### config.mk
export PLATFORM = sky130hd
export DESIGN_NAME = sram_async_ctrl
export DESIGN_NICKNAME = d
export VERILOG_FILES = /design/src/rtl/sram_ctrl_pkg.sv /design/src/rtl/sram_phase_timer.sv /design/src/rtl/sram_bus_drive.sv /design/src/rtl/sram_async_ctrl.sv
export SDC_FILE = /design/constraint.sdc
export NUM_CORES = 1
export LEC_CHECK = 0
export CORE_ASPECT_RATIO = 1.2
export CORE_UTILIZATION = 37
export CTS_CLUSTER_SIZE = 14
export DETAILED_ROUTE_END_ITERATION = 10
export PLACE_DENSITY_LB_ADDON = 0.3
export SETUP_SLACK_MARGIN = 0.1
export SYNTH_ARGS = -nofsm -noshare
export SYNTH_HDL_FRONTEND = slang
export SYNTH_SLANG_ARGS = --single-unit
### constraint.sdc
create_clock -name clk -period 2.95 [get_ports clk]
set_clock_uncertainty 0.15 [all_clocks]
set_input_delay 0.59 -clock clk [delete_from_list [all_inputs] [get_ports clk]]
set_output_delay 0.59 -clock clk [all_outputs]
set_load 0.01 [all_outputs]
### src/rtl/sram_ctrl_pkg.sv
package sram_ctrl_pkg;

  typedef enum logic [2:0] {
    ST_IDLE  = 3'd0,
    ST_TURN  = 3'd1,
    ST_READ  = 3'd2,
    ST_WRITE = 3'd3,
    ST_WREC  = 3'd4
  } seq_state_e;

  // Whole clock cycles covering a nanosecond figure, never fewer than one.
  function automatic int unsigned ns_to_cycles(input int unsigned ns,
                                               input int unsigned clk_ns);
    int unsigned q;
    q = (ns + clk_ns - 1) / clk_ns;
    return (q == 0) ? 1 : q;
  endfunction

  function automatic int unsigned max_u(input int unsigned a, input int unsigned b);
    return (a > b) ? a : b;
  endfunction

  // Bits needed to hold values 0..v.
  function automatic int unsigned bits_for(input int unsigned v);
    int unsigned n;
    n = 1;
    while ((v >> n) != 0) n++;
    return n;
  endfunction

endpackage

### src/rtl/sram_phase_timer.sv
module sram_phase_timer #(
  parameter int unsigned CNT_W = 3
) (
  input  logic             clk,
  input  logic             rst_n,
  input  logic             load,
  input  logic [CNT_W-1:0] load_val,
  output logic             done
);

  logic [CNT_W-1:0] cnt_q;

  always_ff @(posedge clk or negedge rst_n) begin
    if (!rst_n)              cnt_q <= '0;
    else if (load)           cnt_q <= load_val;
    else if (cnt_q != '0)    cnt_q <= cnt_q - 1'b1;
  end

  assign done = (cnt_q == '0);

  // an expired count stays expired until reloaded
  a_r3_timer_no_wrap: assert property (@(posedge clk) disable iff (!rst_n)
    (done && !load) |=> done);

endmodule

### src/rtl/sram_bus_drive.sv
module sram_bus_drive
  import sram_ctrl_pkg::*;
#(
  parameter int unsigned ADDR_W = 17,
  parameter int unsigned DATA_W = 8
) (
  input  logic              clk,
  input  logic              rst_n,
  input  seq_state_e        state_d,
  input  logic              accept,
  input  logic [ADDR_W-1:0] req_addr,
  input  logic [DATA_W-1:0] req_wdata,
  output logic [ADDR_W-1:0] mem_addr,
  output logic              mem_ce_n,
  output logic              mem_ce,
  output logic              mem_we_n,
  output logic              mem_oe_n,
  output logic [DATA_W-1:0] mem_dq_out,
  output logic              mem_dq_oe
);

  logic sel_d, we_d, oe_d, drv_d;
  logic sel_q, we_q, oe_q, drv_q;

  // Pin levels decoded from the next state, registered so the pins never glitch.
  always_comb begin
    sel_d = (state_d == ST_READ) || (state_d == ST_WRITE) || (state_d == ST_WREC);
    we_d  = (state_d == ST_WRITE);
    oe_d  = (state_d == ST_READ);
    drv_d = (state_d == ST_WRITE) || (state_d == ST_WREC);
  end

  always_ff @(posedge clk or negedge rst_n) begin
    if (!rst_n) begin
      sel_q      <= 1'b0;
      we_q       <= 1'b0;
      oe_q       <= 1'b0;
      drv_q      <= 1'b0;
      mem_addr   <= '0;
      mem_dq_out <= '0;
    end else begin
      sel_q <= sel_d;
      we_q  <= we_d;
      oe_q  <= oe_d;
      drv_q <= drv_d;
      if (accept) begin
        mem_addr   <= req_addr;
        mem_dq_out <= req_wdata;
      end
    end
  end

  assign mem_ce_n  = !sel_q;
  assign mem_ce    = sel_q;
  assign mem_we_n  = !we_q;
  assign mem_oe_n  = !oe_q;
  assign mem_dq_oe = drv_q;

  // write byte does not move while the write strobe is low
  a_r4_data_steady: assert property (@(posedge clk) disable iff (!rst_n)
    (!mem_we_n && $past(!mem_we_n)) |-> $stable(mem_dq_out));

  // address does not move while the memory is selected
  a_r4_addr_steady: assert property (@(posedge clk) disable iff (!rst_n)
    (!mem_ce_n && $past(!mem_ce_n)) |-> $stable(mem_addr));

endmodule

### src/rtl/sram_async_ctrl.sv
module sram_async_ctrl
  import sram_ctrl_pkg::*;
#(
  parameter int unsigned ADDR_W  = 17,
  parameter int unsigned DATA_W  = 8,
  parameter int unsigned CLK_NS  = 10,
  parameter int unsigned T_AA_NS = 70,
  parameter int unsigned T_WP_NS = 35,
  parameter int unsigned T_DW_NS = 20,
  parameter int unsigned T_TA_NS = 10
) (
  input  logic              clk,
  input  logic              rst_n,
  input  logic              req_valid,
  output logic              req_ready,
  input  logic              req_write,
  input  logic [ADDR_W-1:0] req_addr,
  input  logic [DATA_W-1:0] req_wdata,
  output logic              rsp_valid,
  output logic [DATA_W-1:0] rsp_rdata,
  output logic [ADDR_W-1:0] mem_addr,
  output logic              mem_ce_n,
  output logic              mem_ce,
  output logic              mem_we_n,
  output logic              mem_oe_n,
  output logic [DATA_W-1:0] mem_dq_out,
  input  logic [DATA_W-1:0] mem_dq_in,
  output logic              mem_dq_oe
);

  localparam int unsigned AA_CYC  = ns_to_cycles(T_AA_NS, CLK_NS);
  localparam int unsigned WP_CYC  = max_u(ns_to_cycles(T_WP_NS, CLK_NS),
                                          ns_to_cycles(T_DW_NS, CLK_NS));
  localparam int unsigned TA_CYC  = ns_to_cycles(T_TA_NS, CLK_NS);
  localparam int unsigned MAX_CYC = max_u(AA_CYC, max_u(WP_CYC, TA_CYC));
  localparam int unsigned CNT_W   = bits_for(MAX_CYC);

  seq_state_e       state_q, state_d;
  logic             tmr_load, tmr_done;
  logic [CNT_W-1:0] tmr_val;
  logic             last_vld_q, last_wr_q;

  // Named events for assertions
  logic accept_evt, read_sample_evt, write_end_evt, dir_change_evt;

  assign req_ready       = (state_q == ST_IDLE);
  assign accept_evt      = req_valid && req_ready;
  assign dir_change_evt  = accept_evt && last_vld_q && (last_wr_q != req_write);
  assign read_sample_evt = (state_q == ST_READ) && tmr_done;
  assign write_end_evt   = (state_q == ST_WRITE) && tmr_done;

  always_comb begin
    state_d  = state_q;
    tmr_load = 1'b0;
    tmr_val  = '0;
    unique case (state_q)
      ST_IDLE: begin
        if (accept_evt) begin
          tmr_load = 1'b1;
          if (dir_change_evt) begin
            state_d = ST_TURN;
            tmr_val = CNT_W'(TA_CYC - 1);
          end else if (req_write) begin
            state_d = ST_WRITE;
            tmr_val = CNT_W'(WP_CYC - 1);
          end else begin
            state_d = ST_READ;
            tmr_val = CNT_W'(AA_CYC - 1);
          end
        end
      end
      ST_TURN: begin
        if (tmr_done) begin
          tmr_load = 1'b1;
          if (last_wr_q) begin
            state_d = ST_WRITE;
            tmr_val = CNT_W'(WP_CYC - 1);
          end else begin
            state_d = ST_READ;
            tmr_val = CNT_W'(AA_CYC - 1);
          end
        end
      end
      ST_READ:  if (tmr_done) state_d = ST_IDLE;
      ST_WRITE: if (tmr_done) state_d = ST_WREC;
      ST_WREC:  state_d = ST_IDLE;
      default:  state_d = ST_IDLE;
    endcase
  end

  always_ff @(posedge clk or negedge rst_n) begin
    if (!rst_n) begin
      state_q    <= ST_IDLE;
      last_vld_q <= 1'b0;
      last_wr_q  <= 1'b0;
      rsp_valid  <= 1'b0;
      rsp_rdata  <= '0;
    end else begin
      state_q   <= state_d;
      rsp_valid <= read_sample_evt;
      if (read_sample_evt) rsp_rdata <= mem_dq_in;
      if (accept_evt) begin
        last_vld_q <= 1'b1;
        last_wr_q  <= req_write;
      end
    end
  end

  sram_phase_timer #(.CNT_W(CNT_W)) timer_i (
    .clk      (clk),
    .rst_n    (rst_n),
    .load     (tmr_load),
    .load_val (tmr_val),
    .done     (tmr_done)
  );

  sram_bus_drive #(.ADDR_W(ADDR_W), .DATA_W(DATA_W)) bus_i (
    .clk        (clk),
    .rst_n      (rst_n),
    .state_d    (state_d),
    .accept     (accept_evt),
    .req_addr   (req_addr),
    .req_wdata  (req_wdata),
    .mem_addr   (mem_addr),
    .mem_ce_n   (mem_ce_n),
    .mem_ce     (mem_ce),
    .mem_we_n   (mem_we_n),
    .mem_oe_n   (mem_oe_n),
    .mem_dq_out (mem_dq_out),
    .mem_dq_oe  (mem_dq_oe)
  );

  a_r2_select_pair: assert property (@(posedge clk) disable iff (!rst_n)
    mem_ce == !mem_ce_n);

  a_r5_no_contention: assert property (@(posedge clk) disable iff (!rst_n)
    !(mem_dq_oe && !mem_oe_n));

  a_r5_strobe_excl: assert property (@(posedge clk) disable iff (!rst_n)
    !(!mem_we_n && !mem_oe_n));

  a_r6_busy_not_ready: assert property (@(posedge clk) disable iff (!rst_n)
    !mem_ce_n |-> !req_ready);

  a_r3_rsp_single: assert property (@(posedge clk) disable iff (!rst_n)
    rsp_valid |=> !rsp_valid);

  a_r4_recovery: assert property (@(posedge clk) disable iff (!rst_n)
    write_end_evt |=> (mem_we_n && !mem_ce_n && mem_dq_oe));

  a_r7_idle_frozen: assert property (@(posedge clk) disable iff (!rst_n)
    (req_ready && !req_valid) |=> ($stable(mem_addr) && $stable(mem_ce_n) &&
                                   $stable(mem_we_n) && $stable(mem_oe_n) &&
                                   $stable(mem_dq_oe)));

  a_r8_gap_quiet: assert property (@(posedge clk) disable iff (!rst_n)
    dir_change_evt |=> (mem_ce_n && mem_we_n && mem_oe_n && !mem_dq_oe));

endmodule

-- Word-level counts from Yosys, hierarchy flattened
Index checks and enable logic that the tools add are counted.
- add/sub/neg operators: 1
- eq/ne operators: 7
- muxes and demuxes: 19
- reductions and logical operators: 14
- operator list (operator ; number):
    3-bit 2-to-1 mux ; 11
    3-bit by 2-bit == test with 1-bit output, second input constant ; 4
    3-bit one-hot mux with 4 select lines ; 1
    3-bit zero test ; 2
    3-bit one-hot mux with 2 select lines ; 1
    1-bit logical AND ; 4
    1-bit 2-to-1 mux ; 4
    3-bit by 1-bit == test with 1-bit output, second input constant ; 1
    3-bit == test, second input constant ; 1
    1-bit zero test ; 3
    1-bit logical OR ; 3
    3-bit nonzero test ; 1
    3-bit by 1-bit subtractor with 3-bit output, second input constant ; 1
    2-bit 2-to-1 mux ; 1
    1-bit one-hot mux with 2 select lines ; 1
    2-bit nonzero test ; 1
    1-bit != test ; 1
- flip-flop bits (word level): 46
- input bits: 37
- output and inout bits: 40
- logic and storage cells: 53

-- Logic depth before layout (Yosys ltp)
- depth in word-level cells: 10
- mapped depth: 7
- mapped depth without buffers: 6

-- Cells and area by module
Synthesis repeated with hierarchy kept, for this count alone.
- cells, all modules: 135
- area total of the unflattened synthesis: 1981.9 um^2
- by module, submodules not included (module ; times used ; cells an instance ; area an instance (um^2) ; sequential area each (um^2)):
    sram_bus_drive ; 1 ; 66 ; 1182.4 ; 725.7
    sram_async_ctrl ; 1 ; 48 ; 599.3 ; 350.3
    sram_phase_timer ; 1 ; 21 ; 200.2 ; 75.1

-- Worst setup path after synthesis
OpenSTA, ideal clock, no wires.
- kind: reg2reg
- start: register timer_i.cnt_q[0]
- end: register rsp_rdata[0]
- setup time: 125 ps
- arrival time: 1596 ps
- required time: 2675 ps
- setup slack: 1079 ps
- stages on the path, launching flop included: 6
- buffers on the path: 0
- clock period less this slack: 1871 ps
- cell sequence: dfrtp_1 > inv_1 > ha_1 > or2b_1 > nor4_4 > mux2_2
- longest elaborated chain between the ends: 2
- RTL lines (element ; line ; RTL):
    from (decl) ; sram_phase_timer.sv:11 ; logic [CNT_W-1:0] cnt_q;
    from (signal assigned) ; sram_phase_timer.sv:15 ; else if (load) cnt_q <= load_val;
    from (signal assigned) ; sram_phase_timer.sv:16 ; else if (cnt_q != '0) cnt_q <= cnt_q - 1'b1;
    3-bit zero test ; sram_phase_timer.sv:19 ; assign done = (cnt_q == '0);
    1-bit logical AND ; sram_async_ctrl.sv:49 ; assign read_sample_evt = (state_q == ST_READ) && tmr_done;
    net read_sample_evt ; sram_async_ctrl.sv:44 ; logic accept_evt, read_sample_evt, write_end_evt, dir_change_evt;
    to (signal assigned) ; sram_async_ctrl.sv:101 ; if (read_sample_evt) rsp_rdata <= mem_dq_in;
    to (decl) ; sram_async_ctrl.sv:20 ; output logic [DATA_W-1:0] rsp_rdata,
The timed path passes the listed nets, and every way through them passes these cells.
A chain may end at the register's enable or synchronous reset.

-- Worst setup path after layout
- start: register state_q[2]
- end: output req_ready
- longest elaborated chain between the ends: 1
- RTL lines (element ; line ; RTL):
    from (decl) ; sram_async_ctrl.sv:38 ; seq_state_e state_q, state_d;
    from (signal assigned) ; sram_async_ctrl.sv:99 ; state_q <= state_d;
    3-bit zero test ; sram_async_ctrl.sv:46 ; assign req_ready = (state_q == ST_IDLE);
    to (decl) ; sram_async_ctrl.sv:15 ; output logic req_ready,
Every way passes these cells.

==> metrics.md <==
| Metric | Value |
|---|---|
| Dpl cell area | 2750 µm² |
| Hold-fix buffers at CTS | 0 |
| Antenna diodes | 0 |
| Area contributors post-synth | dfrtp_1 60%, mux2_2 19%, a21oi_1 2.3%, buf_4 1.6%, inv_1 1.4% |
| Htree depth | 2 |
| IO Count | 77 |
| Worst-skew pair later-pin latency | 290 ps |
| CTS root buf | clkbuf_8 |
| Post-CTS setup buffers | 0 |
| # fillers | 443 |
| Std-Cell Rows | 28 |
| Synth area leader | dfrtp_1 |
| Drt drc | 0 |
| Final worst-path cycle share | 0.802 |
| Setup TNS | 0 ps |
| FF-to-FF setup slack | 850 ps |
| Worst R2R Path Depth | 5 |
| CP endpoint | req_ready |
| CTS tree | done |
| Highest Clock Rate | 0.423 GHz |
| Hold Path Class | primary input to asynchronous set/reset pin |
| Total power | 0.00291 W |
| Number of synthesized flops with an enable pin | 0 |
| Die ar. | 5510 µm² |
| Max-Cap Viols | 0 |
| Post-Syn Nets | 182 |
| Critical Path Sink Type | output port |
| Hpwl dp | 2740 µm |
| RSZ-0062 raised after global routing | no |
| Mapped Cells | 143 |
| Delay-heaviest family, CP | buffers and inverters |
| Crit path launch type | flop |
| Commonest cells in the netlist | 46 x dfrtp_1, 33 x mux2_2, 9 x a21oi_1 |
| Final min period | 2370 ps |
| Leakage power | 1.18 nW |
| CP arrival | 1630 ps |
| Area share of the largest cell type after synthesis | 0.597 |
| Initial antenna violation count | 0 |
| RePlAce Congestion | 0.827 |
| CTS Sinks | 46 |
| Post-Syn Area per Cell | 13.5 µm² |
| Drt wl/cell | 13.4 µm |
| Seq/Total Area, Yosys | 0.597 |
| Slew @ Worst Pin | 605 ps |
| Footprint of the multi-input gates | 704 µm² |
| First-pass GRT wire length | 6410 µm |
| Count leader, synth | dfrtp_1 |
| Synth Warn # | 0 |
| Design area | 2820 µm² |
| Chip height | 81.1 µm |
| Async set-reset flop share out of synthesis | 1.00 |
| Critical path class | flop to output port |
| Fraction of layout cells with a size suffix above 1 | 0.211 |
| Core Area | 4970 µm² |
| Synth Register Bits | 46 |
| Synthesized cell area | 1930 µm² |
| Hold Violations, Final | 0 |
| P&R area growth vs syn | 46.3% |
| Status | complete, no violations |
| Worst-path clk slew | 80 ps |
| Initial Util | 0.388 |
| Via Count | 1354 |
| Reg-to-Reg Start | timer_i.cnt_q[0] |
| Final wirelength | 3800 µm |
| Synth Flop Type | dfrtp_1 |
| Total GRT Usage | 0.156 |
| Resized Gates After CTS | 0 |
| Pwr/cell area | 1030 nW/µm² |
| Final Setup Violations | 0 |
| WP data required | 2210 ps |
| Num CTS Buffers | 5 |
| CP Buf/Inv Count | 1 |
| Largest net degree at the start of global routing | 47 |
| Vias/cell | 4.78 |
| Storage cell area | 1150 µm² |
| Slew margin rel. | 0.594 |
| Die width | 67.9 µm |
| Slowest stage delay, CP | 560 ps |
| DRT iter0 DRCs | 55 |
| Worst r2r dst | rsp_rdata[5] |
| Vias in the first global route | 1298 |
| Cells along the critical path | nor3_1, clkdlybuf4s50_1 |
| Max Root-Sink Buffers | 2 |
| # port buffers | 76 |
| Grt total ovfl | 0 |
| Slowest-stage cell, CP | clkdlybuf4s50_1 |
| Maximum fanout along the worst path | 10 |
| Crit path depth | 2 |
| Fin. max-slew vios | 0 |
| Crit path from | state_q[2] |
| ANT nets after route | 0 |
| Yosys cell types | 32 |
| Nets | 262 |
| Peak VDD IR | 0.440 mV |
| DR pass1 iterations | 4 |
[routing by layer]
metal	vias to the layer above	track usage	part of all wire
li1	653	-	-
met1	648	0.198	0.42
met2	44	0.239	0.49
met3	9	0.0562	0.066
met4	0	0.0625	0.022
met5	-	0	0
[through the flow]
stage / utilization / hold slack, ps / instances / worst slack, ps
after global placement: 0.552 / 338 / 276 / 529
after global routing: 0.567 / 270 / 283 / 465
after CTS: 0.567 / 249 / 283 / 567
final: 0.567 / 222 / 283 / 584
after detailed placement: 0.552 / 344 / 276 / 516
after floorplan: - / 144 / 143 / 1080
[logic make-up after synthesis]
group                      share of synthesized area
muxes                                          0.193
xor gates and xnor gates                     0.00454
buffers and inverters                         0.0383
AOI/OAI and AO/OA                             0.0642
adders and majority gates                     0.0130
and+or+nand+nor                               0.0908
DFF                                            0.597
[registers in the layout (all words and copies together), names as in the netlist]
register and cells:
bus_i.mem_addr 17, bus_i.mem_dq_out 8, rsp_rdata 8, state_q 3
timer_i.cnt_q 3, bus_i.mem_ce 1, bus_i.mem_dq_oe 1, bus_i.oe_q 1
bus_i.we_q 1, last_vld_q 1, last_wr_q 1, rsp_valid 1
[report_power, final]
part           switching, W  internal (W)
Sequential         0.000199      0.000938
Combinational      0.000543      0.000875
Clock              0.000188      0.000163
[how the worst min path moves through the flow]
| stage | start | to | slack (ps) | cells after the start |
|---|---|---|---|---|
| floorplan | rst_n | bus_i.mem_addr[0] | 140 | 0 |
| global placement | bus_i.mem_addr[2] | bus_i.mem_addr[2] | 340 | 1 |
| detailed placement | rsp_rdata[5] | rsp_rdata[5] | 340 | 1 |
| CTS | rst_n | rsp_rdata[1] | 250 | 2 |
| global route | rst_n | rsp_rdata[1] | 270 | 2 |
| finish | rst_n | rsp_rdata[1] | 220 | 2 |
[cell type report]
cell class,instances,area share
Clock buffer,7,0.0270
Multi-Input combinational cell,82,0.250
Sequential cell,46,0.408
Tap cell,60,0.0266
Inverter,8,0.0106
Timing Repair Buffer,80,0.278
[layout by cell type, fill, tap and decap left out]
cell and instances:
nand3_1 1, nor4b_4 1, or2_2 1, buf_4 4
nor4b_1 1, a21boi_1 1, o22ai_1 1, a21o_1 1
o311ai_0 2, o21ai_0 3, inv_2 1, nand2b_1 1
mux2_2 33, clkbuf_1 2, a21oi_1 9, dfrtp_1 46
ha_1 2, or2b_1 1, nor3_1 2, nor4_4 1
inv_1 7, o32ai_1 1, nor2b_1 4, a211oi_1 1
and2b_1 1, clkdlybuf4s50_1 75, o31a_1 1, buf_2 1
nand2_1 5, and3b_1 1, nor3b_1 1, xor2_1 1
nor2_1 5, clkbuf_8 5
(Power assumes the default switching activity.)
